### config.mk
export PLATFORM = sky130hd
export DESIGN_NAME = spi_rtc_slave
export DESIGN_NICKNAME = d
export VERILOG_FILES = /design/src/rtl/spi_rtc_pkg.sv /design/src/rtl/spi_rtc_shifter.sv /design/src/rtl/spi_rtc_cmd.sv /design/src/rtl/spi_rtc_calendar.sv /design/src/rtl/spi_rtc_slave.sv
export SDC_FILE = /design/constraint.sdc
export NUM_CORES = 1
export LEC_CHECK = 0
export ABC_AREA = 1
export BUFFER_PORTS_ARGS = -buffer_cell sky130_fd_sc_hd__buf_2
export CAP_MARGIN = 0
export CORE_MARGIN = 1
export CORE_UTILIZATION = 50
export CTS_CLUSTER_DIAMETER = 60
export DETAILED_ROUTE_END_ITERATION = 10
export PLACE_DENSITY_LB_ADDON = 0.08
export SLEW_MARGIN = 25
export SYNTH_ARGS = -nofsm -noshare
export SYNTH_HDL_FRONTEND = slang
export SYNTH_HIERARCHICAL = 1
export SYNTH_SLANG_ARGS = --single-unit
### constraint.sdc
create_clock -name clk -period 2.63 [get_ports clk]
set_input_delay 0.3945 -clock clk [delete_from_list [all_inputs] [get_ports clk]]
set_output_delay 0.3945 -clock clk [all_outputs]
set_load 0.01 [all_outputs]
### src/rtl/spi_rtc_pkg.sv
`timescale 1ns/1ps
package spi_rtc_pkg;
  localparam int BYTE_W    = 8;
  localparam int ADDR_W    = 4;
  localparam int N_TIME    = 7;
  localparam int BIT_CNT_W = $clog2(BYTE_W);

  localparam int IDX_SEC  = 0;
  localparam int IDX_MIN  = 1;
  localparam int IDX_HOUR = 2;
  localparam int IDX_WDAY = 3;
  localparam int IDX_DAY  = 4;
  localparam int IDX_MON  = 5;
  localparam int IDX_YEAR = 6;

  localparam logic [ADDR_W-1:0] A_MODE   = 4'd14;
  localparam logic [ADDR_W-1:0] A_STATUS = 4'd15;

  localparam int PM_BIT   = 5;
  localparam int CENT_BIT = 7;
  localparam int H24_BIT  = 5;
  localparam int STOP_BIT = 4;

  // year, month, day, weekday, hour, minute, second
  localparam logic [N_TIME*BYTE_W-1:0] TIME_RST = 56'h00_01_01_00_00_00_00;

  typedef logic [BYTE_W-1:0] rbyte_t;

  // {single, read}
  typedef enum logic [1:0] {
    XM_BURST_WR  = 2'b00,
    XM_BURST_RD  = 2'b01,
    XM_SINGLE_WR = 2'b10,
    XM_SINGLE_RD = 2'b11
  } xfer_mode_t;

  function automatic rbyte_t bcd_inc(rbyte_t v);
    if (v[3:0] == 4'h9) return {v[7:4] + 4'h1, 4'h0};
    return v + 8'h01;
  endfunction

  function automatic rbyte_t field_mask(int idx);
    case (idx)
      IDX_SEC, IDX_MIN: return 8'h7F;
      IDX_HOUR, IDX_DAY: return 8'h3F;
      IDX_WDAY: return 8'h07;
      IDX_MON:  return 8'h9F;
      default:  return 8'hFF;
    endcase
  endfunction

  // last day of a BCD month; tens*10 is congruent to tens*2 modulo 4
  function automatic rbyte_t last_day(logic [4:0] mon, rbyte_t yr);
    logic [3:0] m4;
    m4 = {2'b00, yr[4], 1'b0} + yr[3:0];
    case (mon)
      5'h02: return (m4[1:0] == 2'b00) ? 8'h29 : 8'h28;
      5'h04, 5'h06, 5'h09, 5'h11: return 8'h30;
      default: return 8'h31;
    endcase
  endfunction
endpackage

### src/rtl/spi_rtc_shifter.sv
`timescale 1ns/1ps
module spi_rtc_shifter
  import spi_rtc_pkg::*;
#(
  parameter int SYNC_STAGES = 2
) (
  input  logic   clk,
  input  logic   rst_n,
  input  logic   sck,
  input  logic   cs,
  input  logic   mosi,
  input  rbyte_t tx_byte,
  output logic   sel,
  output logic   sel_rise,
  output logic   byte_done,
  output rbyte_t rx_byte,
  output logic   miso
);
  logic [SYNC_STAGES-1:0] sck_sr, cs_sr, mosi_sr;
  logic sck_prev, sel_prev;
  logic sck_s, mosi_s, edge_rise, edge_fall;
  logic [BIT_CNT_W-1:0] bit_cnt_q, bit_cnt_d;
  logic [BYTE_W-2:0] rx_sh_q, rx_sh_d;
  rbyte_t tx_sh_q, tx_sh_d;
  logic miso_q, miso_d;

  assign sck_s  = sck_sr[SYNC_STAGES-1];
  assign sel    = cs_sr[SYNC_STAGES-1];
  assign mosi_s = mosi_sr[SYNC_STAGES-1];

  assign edge_rise = sel & sck_s & ~sck_prev;
  assign edge_fall = sel & ~sck_s & sck_prev;
  assign sel_rise  = sel & ~sel_prev;
  assign rx_byte   = {rx_sh_q, mosi_s};
  assign byte_done = edge_fall && (bit_cnt_q == BIT_CNT_W'(BYTE_W-1));
  assign miso      = miso_q;

  always_comb begin
    bit_cnt_d = bit_cnt_q;
    rx_sh_d   = rx_sh_q;
    tx_sh_d   = tx_sh_q;
    miso_d    = miso_q;
    if (!sel) begin
      bit_cnt_d = '0;
      tx_sh_d   = '0;
      miso_d    = 1'b0;
    end else if (edge_fall) begin
      rx_sh_d   = rx_byte[BYTE_W-2:0];
      bit_cnt_d = bit_cnt_q + 1'b1;
      if (byte_done) tx_sh_d = tx_byte;
    end else if (edge_rise) begin
      miso_d  = tx_sh_q[BYTE_W-1];
      tx_sh_d = {tx_sh_q[BYTE_W-2:0], 1'b0};
    end
  end

  always_ff @(posedge clk or negedge rst_n) begin
    if (!rst_n) begin
      sck_sr    <= '0;
      cs_sr     <= '0;
      mosi_sr   <= '0;
      sck_prev  <= 1'b0;
      sel_prev  <= 1'b0;
      bit_cnt_q <= '0;
      rx_sh_q   <= '0;
      tx_sh_q   <= '0;
      miso_q    <= 1'b0;
    end else begin
      sck_sr    <= {sck_sr[SYNC_STAGES-2:0], sck};
      cs_sr     <= {cs_sr[SYNC_STAGES-2:0], cs};
      mosi_sr   <= {mosi_sr[SYNC_STAGES-2:0], mosi};
      sck_prev  <= sck_s;
      sel_prev  <= sel;
      bit_cnt_q <= bit_cnt_d;
      rx_sh_q   <= rx_sh_d;
      tx_sh_q   <= tx_sh_d;
      miso_q    <= miso_d;
    end
  end
endmodule

### src/rtl/spi_rtc_cmd.sv
`timescale 1ns/1ps
module spi_rtc_cmd
  import spi_rtc_pkg::*;
(
  input  logic              clk,
  input  logic              rst_n,
  input  logic              sel,
  input  logic              byte_done,
  input  rbyte_t            rx_byte,
  input  rbyte_t            rd_data,
  output logic [ADDR_W-1:0] rd_addr,
  output rbyte_t            tx_byte,
  output logic              wr_en,
  output logic [ADDR_W-1:0] wr_addr,
  output rbyte_t            wr_data,
  output logic              burst_wr
);
  logic have_cmd_q, have_cmd_d;
  logic done_q, done_d;
  logic [ADDR_W-1:0] addr_q, addr_d;
  xfer_mode_t mode_q, mode_d;
  logic mode_single, mode_read;

  assign mode_single = mode_q[1];
  assign mode_read   = mode_q[0];
  assign wr_addr     = addr_q;
  assign wr_data     = rx_byte;
  assign wr_en       = byte_done && have_cmd_q && !done_q && !mode_read;
  assign burst_wr    = sel && have_cmd_q && (mode_q == XM_BURST_WR);

  // data for the byte that starts after the current one completes
  always_comb begin
    if (!have_cmd_q) begin
      rd_addr = rx_byte[BYTE_W-1 -: ADDR_W];
      tx_byte = rx_byte[2] ? rd_data : '0;
    end else begin
      rd_addr = addr_q + 1'b1;
      tx_byte = (mode_read && !mode_single && !done_q) ? rd_data : '0;
    end
  end

  always_comb begin
    have_cmd_d = have_cmd_q;
    done_d     = done_q;
    addr_d     = addr_q;
    mode_d     = mode_q;
    if (!sel) begin
      have_cmd_d = 1'b0;
      done_d     = 1'b0;
      addr_d     = '0;
      mode_d     = XM_BURST_WR;
    end else if (byte_done) begin
      if (!have_cmd_q) begin
        have_cmd_d = 1'b1;
        addr_d     = rx_byte[BYTE_W-1 -: ADDR_W];
        mode_d     = xfer_mode_t'(rx_byte[3:2]);
      end else if (!done_q) begin
        if (mode_single) done_d = 1'b1;
        else             addr_d = addr_q + 1'b1;
      end
    end
  end

  always_ff @(posedge clk or negedge rst_n) begin
    if (!rst_n) begin
      have_cmd_q <= 1'b0;
      done_q     <= 1'b0;
      addr_q     <= '0;
      mode_q     <= XM_BURST_WR;
    end else begin
      have_cmd_q <= have_cmd_d;
      done_q     <= done_d;
      addr_q     <= addr_d;
      mode_q     <= mode_d;
    end
  end
endmodule

### src/rtl/spi_rtc_calendar.sv
`timescale 1ns/1ps
module spi_rtc_calendar
  import spi_rtc_pkg::*;
(
  input  logic              clk,
  input  logic              rst_n,
  input  logic              tick,
  input  logic              hold_tick,
  input  logic              snap_take,
  input  logic              wr_en,
  input  logic [ADDR_W-1:0] wr_addr,
  input  rbyte_t            wr_data,
  input  logic [ADDR_W-1:0] rd_addr,
  output rbyte_t            rd_data,
  output logic              stop_flag,
  output logic              hour24,
  output rbyte_t            sec_out
);
  logic [N_TIME-1:0][BYTE_W-1:0] time_q, time_d, snap_q, snap_d, tk;
  logic h24_q, h24_d, stop_q, stop_d;
  logic adv;
  logic c_sec, c_min, c_hr, c_day, c_mon, c_yr;
  rbyte_t hr, hr_inc;

  assign adv       = tick & ~stop_q & ~hold_tick & ~wr_en;
  assign stop_flag = stop_q;
  assign hour24    = h24_q;
  assign sec_out   = time_q[IDX_SEC];

  // one-second advance with carry chain
  always_comb begin
    tk     = time_q;
    hr     = time_q[IDX_HOUR];
    hr_inc = bcd_inc({3'b000, hr[4:0]});
    c_hr   = 1'b0;
    c_sec  = (time_q[IDX_SEC] == 8'h59);
    tk[IDX_SEC] = c_sec ? 8'h00 : bcd_inc(time_q[IDX_SEC]);
    c_min = c_sec && (time_q[IDX_MIN] == 8'h59);
    if (c_sec) tk[IDX_MIN] = (time_q[IDX_MIN] == 8'h59) ? 8'h00 : bcd_inc(time_q[IDX_MIN]);
    if (c_min) begin
      if (h24_q) begin
        c_hr = (hr == 8'h23);
        tk[IDX_HOUR] = c_hr ? 8'h00 : bcd_inc(hr);
      end else if (hr[4:0] == 5'h11) begin
        c_hr = hr[PM_BIT];
        tk[IDX_HOUR] = {2'b00, ~hr[PM_BIT], 5'h12};
      end else if (hr[4:0] == 5'h12) begin
        tk[IDX_HOUR] = {2'b00, hr[PM_BIT], 5'h01};
      end else begin
        tk[IDX_HOUR] = {2'b00, hr[PM_BIT], hr_inc[4:0]};
      end
    end
    c_day = c_hr && (time_q[IDX_DAY] == last_day(time_q[IDX_MON][4:0], time_q[IDX_YEAR]));
    c_mon = c_day && (time_q[IDX_MON][4:0] == 5'h12);
    c_yr  = c_mon && (time_q[IDX_YEAR] == 8'h99);
    if (c_hr) begin
      tk[IDX_WDAY] = (time_q[IDX_WDAY] >= 8'h06) ? 8'h00 : time_q[IDX_WDAY] + 8'h01;
      tk[IDX_DAY]  = c_day ? 8'h01 : bcd_inc(time_q[IDX_DAY]);
    end
    if (c_day) begin
      tk[IDX_MON][4:0] = c_mon ? 5'h01 : bcd_inc({3'b000, time_q[IDX_MON][4:0]})[4:0];
    end
    if (c_mon) tk[IDX_YEAR] = c_yr ? 8'h00 : bcd_inc(time_q[IDX_YEAR]);
    if (c_yr)  tk[IDX_MON][CENT_BIT] = ~time_q[IDX_MON][CENT_BIT];
  end

  always_comb begin
    time_d = adv ? tk : time_q;
    for (int i = 0; i < N_TIME; i++) begin
      if (wr_en && (wr_addr == ADDR_W'(i))) time_d[i] = wr_data & field_mask(i);
    end
    h24_d  = (wr_en && wr_addr == A_MODE)   ? wr_data[H24_BIT]  : h24_q;
    stop_d = (wr_en && wr_addr == A_STATUS) ? wr_data[STOP_BIT] : stop_q;
    snap_d = snap_take ? time_q : snap_q;
  end

  always_comb begin
    rd_data = '0;
    for (int i = 0; i < N_TIME; i++) begin
      if (rd_addr == ADDR_W'(i)) rd_data = snap_q[i];
    end
    if (rd_addr == A_MODE)   rd_data[H24_BIT]  = h24_q;
    if (rd_addr == A_STATUS) rd_data[STOP_BIT] = stop_q;
  end

  always_ff @(posedge clk or negedge rst_n) begin
    if (!rst_n) begin
      time_q <= TIME_RST;
      snap_q <= TIME_RST;
      h24_q  <= 1'b0;
      stop_q <= 1'b1;
    end else begin
      time_q <= time_d;
      snap_q <= snap_d;
      h24_q  <= h24_d;
      stop_q <= stop_d;
    end
  end
endmodule

### src/rtl/spi_rtc_slave.sv
`timescale 1ns/1ps
module spi_rtc_slave
  import spi_rtc_pkg::*;
#(
  parameter int SYNC_STAGES = 2
) (
  input  logic clk,
  input  logic rst_n,
  input  logic tick_1hz,
  input  logic spi_sck,
  input  logic spi_cs,
  input  logic spi_mosi,
  output logic spi_miso
);
  logic sel_s, sel_rise, byte_done, wr_en, burst_wr, stop_flag, hour24;
  rbyte_t rx_byte, tx_byte, rd_data, wr_data, sec_now;
  logic [ADDR_W-1:0] rd_addr, wr_addr;

  spi_rtc_shifter #(.SYNC_STAGES(SYNC_STAGES)) u_shift (
    .clk(clk), .rst_n(rst_n), .sck(spi_sck), .cs(spi_cs), .mosi(spi_mosi),
    .tx_byte(tx_byte), .sel(sel_s), .sel_rise(sel_rise), .byte_done(byte_done),
    .rx_byte(rx_byte), .miso(spi_miso)
  );

  spi_rtc_cmd u_cmd (
    .clk(clk), .rst_n(rst_n), .sel(sel_s), .byte_done(byte_done),
    .rx_byte(rx_byte), .rd_data(rd_data), .rd_addr(rd_addr), .tx_byte(tx_byte),
    .wr_en(wr_en), .wr_addr(wr_addr), .wr_data(wr_data), .burst_wr(burst_wr)
  );

  spi_rtc_calendar u_cal (
    .clk(clk), .rst_n(rst_n), .tick(tick_1hz), .hold_tick(burst_wr),
    .snap_take(sel_rise), .wr_en(wr_en), .wr_addr(wr_addr), .wr_data(wr_data),
    .rd_addr(rd_addr), .rd_data(rd_data), .stop_flag(stop_flag),
    .hour24(hour24), .sec_out(sec_now)
  );
endmodule

==> impl_metrics.yaml <==
worst_hold_path:
  hp-start: "spi_cs"
  holdCritPathClass: "in2reg"
  min_to: "u_shift/cs_sr[0]"
  worstHoldPathCells: 1
critical_path:
  crit_fanout: 8
  r2r_slack_ns: 0.1
  r2r-start: "u_cmd/wr_addr[0]"
  start_kind: "flip-flop"
  required_ns: 2.95
  reg2reg_depth: 16
  reg2reg_to: "u_shift/tx_sh_q[4]"
  worst_setup_path_end_kind: "flip-flop"
  cp_data_arrival_time_ns: 2.86
  crit_type: "reg2reg"
synth:
  avgSynthCellArea_um2: 7.83
  syn_inst: 1035
  syn_nets: 1063
  synthesis.area_um2: 8100
  synth_warnings: 6
route:
  routedWlPerCell_um: 16.8
  drt_iter0_markers: 551
  drc: 0
  wirelength_um: 21700
  via_count: 7024
  ant_nets: 0
  drt_first_pass_iters: 5
  avgViaCountPerCell: 5.42
layout:
  stdcell_count: 1295
  utilization_pct: 58.5
  areaGrowthSynthToFinish_pct: 14.2
  drive_above_1_share_pct: 13.9
  finalNetCount: 1094
  fillers: 1486
  diodes: 0
timing:
  finalCritPeriodShare_pct: 96.3
  setup_viol: 0
  fin_crit_ns: 2.53
  setup_tns_ns: 0
  rsz0062_at_grt: "yes"
  slew_headroom_pct: 57.7
  fin_ws_ns: 0.0982
  max_freq_mhz: 395
  skew_ns: 0.00889
  final_max_slew_viol_count: 0
  worst_pin_slew_ns: 0.632
  final-hold-violation-count: 0
grt:
  grt_overflow: 0
  grt_pass1_vias: 6437
  grt_use_met2_pct: 41.8
  antenna_found_initial: 0
  grt_max_degree: 72
  top_usage_layer: "met2"
  met1_usage_pct: 39.6
  use_met3_pct: 6.94
  grt_pass1_wl_um: 34900
  grt_usage_pct: 28.1
placement:
  gp_congestion: 0.882
  pre_cts_slack_ns: 0.0314
  io_buffers: 6
  hpwl_um: 15800
  dp_cells: 1262
clocking:
  numCtsBuffers: 17
  root_buffer: "clkbuf_16"
  cts_max_level: 4
  cts.sinks: 145
  cts_buffer_depth: 2
  cts_tree: "yes"
  clock_latency_ns: 0.43
  path_clk_slew_ns: 0.07
power:
  p_total_w: 0.00622
  p_leak_nw: 4.55
  p_per_area_nw_per_um2: 672
  irDropWorstVdd_v: 0.000710
flow_run:
  cap_violations: 0
floorplan:
  die_area_um2: 16700
  rows: 46
  die_h_um: 129
  initial_core_util_pct: 51.2
  die_w_um: 129
  ios: 7
  core-area_um2: 15800
status:
  outcome: "complete, no violations"
-- power by group --
group	internal (W)	leakage [nW]	total, W	switching, W
Sequential	0.00242	1.75	0.00260	0.000174
Combinational	0.000377	2.49	0.00106	0.000687
Clock	0.00152	0.303	0.00256	0.00104
-- final cells by class --
type / instances / area [um2] / area share, %
sequential: 145 / 3640 / 39.3
multi-input combinational: 718 / 3850 / 41.6
inverter: 143 / 539 / 5.83
timing repair buffer: 41 / 339 / 3.66
tap: 216 / 270 / 2.92
clock buffer: 17 / 425 / 4.60
clock inverter: 15 / 195 / 2.11
-- how the worst max path moves through the flow --
stage | from | cells past startpoint | to
4_1_cts | u_cmd/have_cmd_q | 15 | u_shift/tx_sh_q[4]
2_1_floorplan | u_shift/bit_cnt_q[0] | 13 | u_cal/hr[0]
5_1_grt | u_cmd/wr_addr[0] | 16 | u_shift/tx_sh_q[4]
6_report | u_cmd/wr_addr[0] | 16 | u_shift/tx_sh_q[4]
3_3_place_gp | u_cmd/wr_addr[0] | 16 | u_shift/tx_sh_q[4]
3_5_place_dp | u_cmd/have_cmd_q | 12 | u_shift/tx_sh_q[2]
-- metal layers --
layer | part of all wire, % | up-vias
met2 | 45 | 169
met1 | 47 | 3363
li1 | - | 3462
met3 | 5.8 | 30
met5 | 0 | -
met4 | 2.1 | 0
-- flip-flops by register name, indices dropped and copies added, names as in the netlist --
register,count
u_cal/hour24,1
u_cal/hr,8
u_cal/sec_out,8
u_cal/snap_q,54
u_cal/stop_flag,1
u_cal/time_q,38
u_cmd/done_q,1
u_cmd/have_cmd_q,1
u_cmd/mode_q,2
u_cmd/wr_addr,4
u_shift/bit_cnt_q,3
u_shift/cs_sr,2
u_shift/miso,1
u_shift/mosi_sr,2
u_shift/rx_sh_q,7
u_shift/sck_prev,1
u_shift/sck_sr,2
u_shift/sel_prev,1
u_shift/tx_sh_q,8
-- critical path, stage by stage (launching register included) --
cell	delay, ns
dfrtp_2	0.46
ha_1	0.32
nand2_1	0.07
nand2_1	0.16
inv_1	0.13
nor2_1	0.07
nand2_2	0.13
inv_1	0.09
a21oi_1	0.17
o2111ai_1	0.14
nor3b_1	0.20
inv_1	0.05
nor3b_1	0.13
nand4_1	0.12
nand2_1	0.05
nand3_1	0.06
nand2_1	0.05
-- through the flow --
step | hold slack [ns] | area, um2
after global placement | 0.333 | 8540
after detailed placement | 0.338 | 8540
after CTS | 0.0455 | 9180
after floorplan | 0.0989 | 8100
final | 0.0638 | 9250
after global routing | 0.0480 | 9250
-- placed cells by master, fill, tap and decap left out, types with 6 or more instances in the layout --
cell type and instances:
a21oi_1 37, nand3_2 6, inv_2 15, o221ai_1 17
clkbuf_16 17, o21ai_0 77, inv_1 126, o211ai_1 7
nand2_2 12, nor3b_1 7, nand3_1 63, ha_1 22
buf_4 31, nand4_1 21, nor2_2 9, nor2_4 7
dfrtp_1 139, xor2_1 15, o22ai_1 15, nor2_1 89
nand2_1 258
-- timing repair --
item	4_1_cts	5_1_grt
setup buffers	0	0
pin swaps	0	1
gates resized for setup	1	22
setup endpoints to repair	1	39
hold buffers	1	0
hold endpoints to repair	40	0
Note: power is estimated with default switching activity, not from simulation.
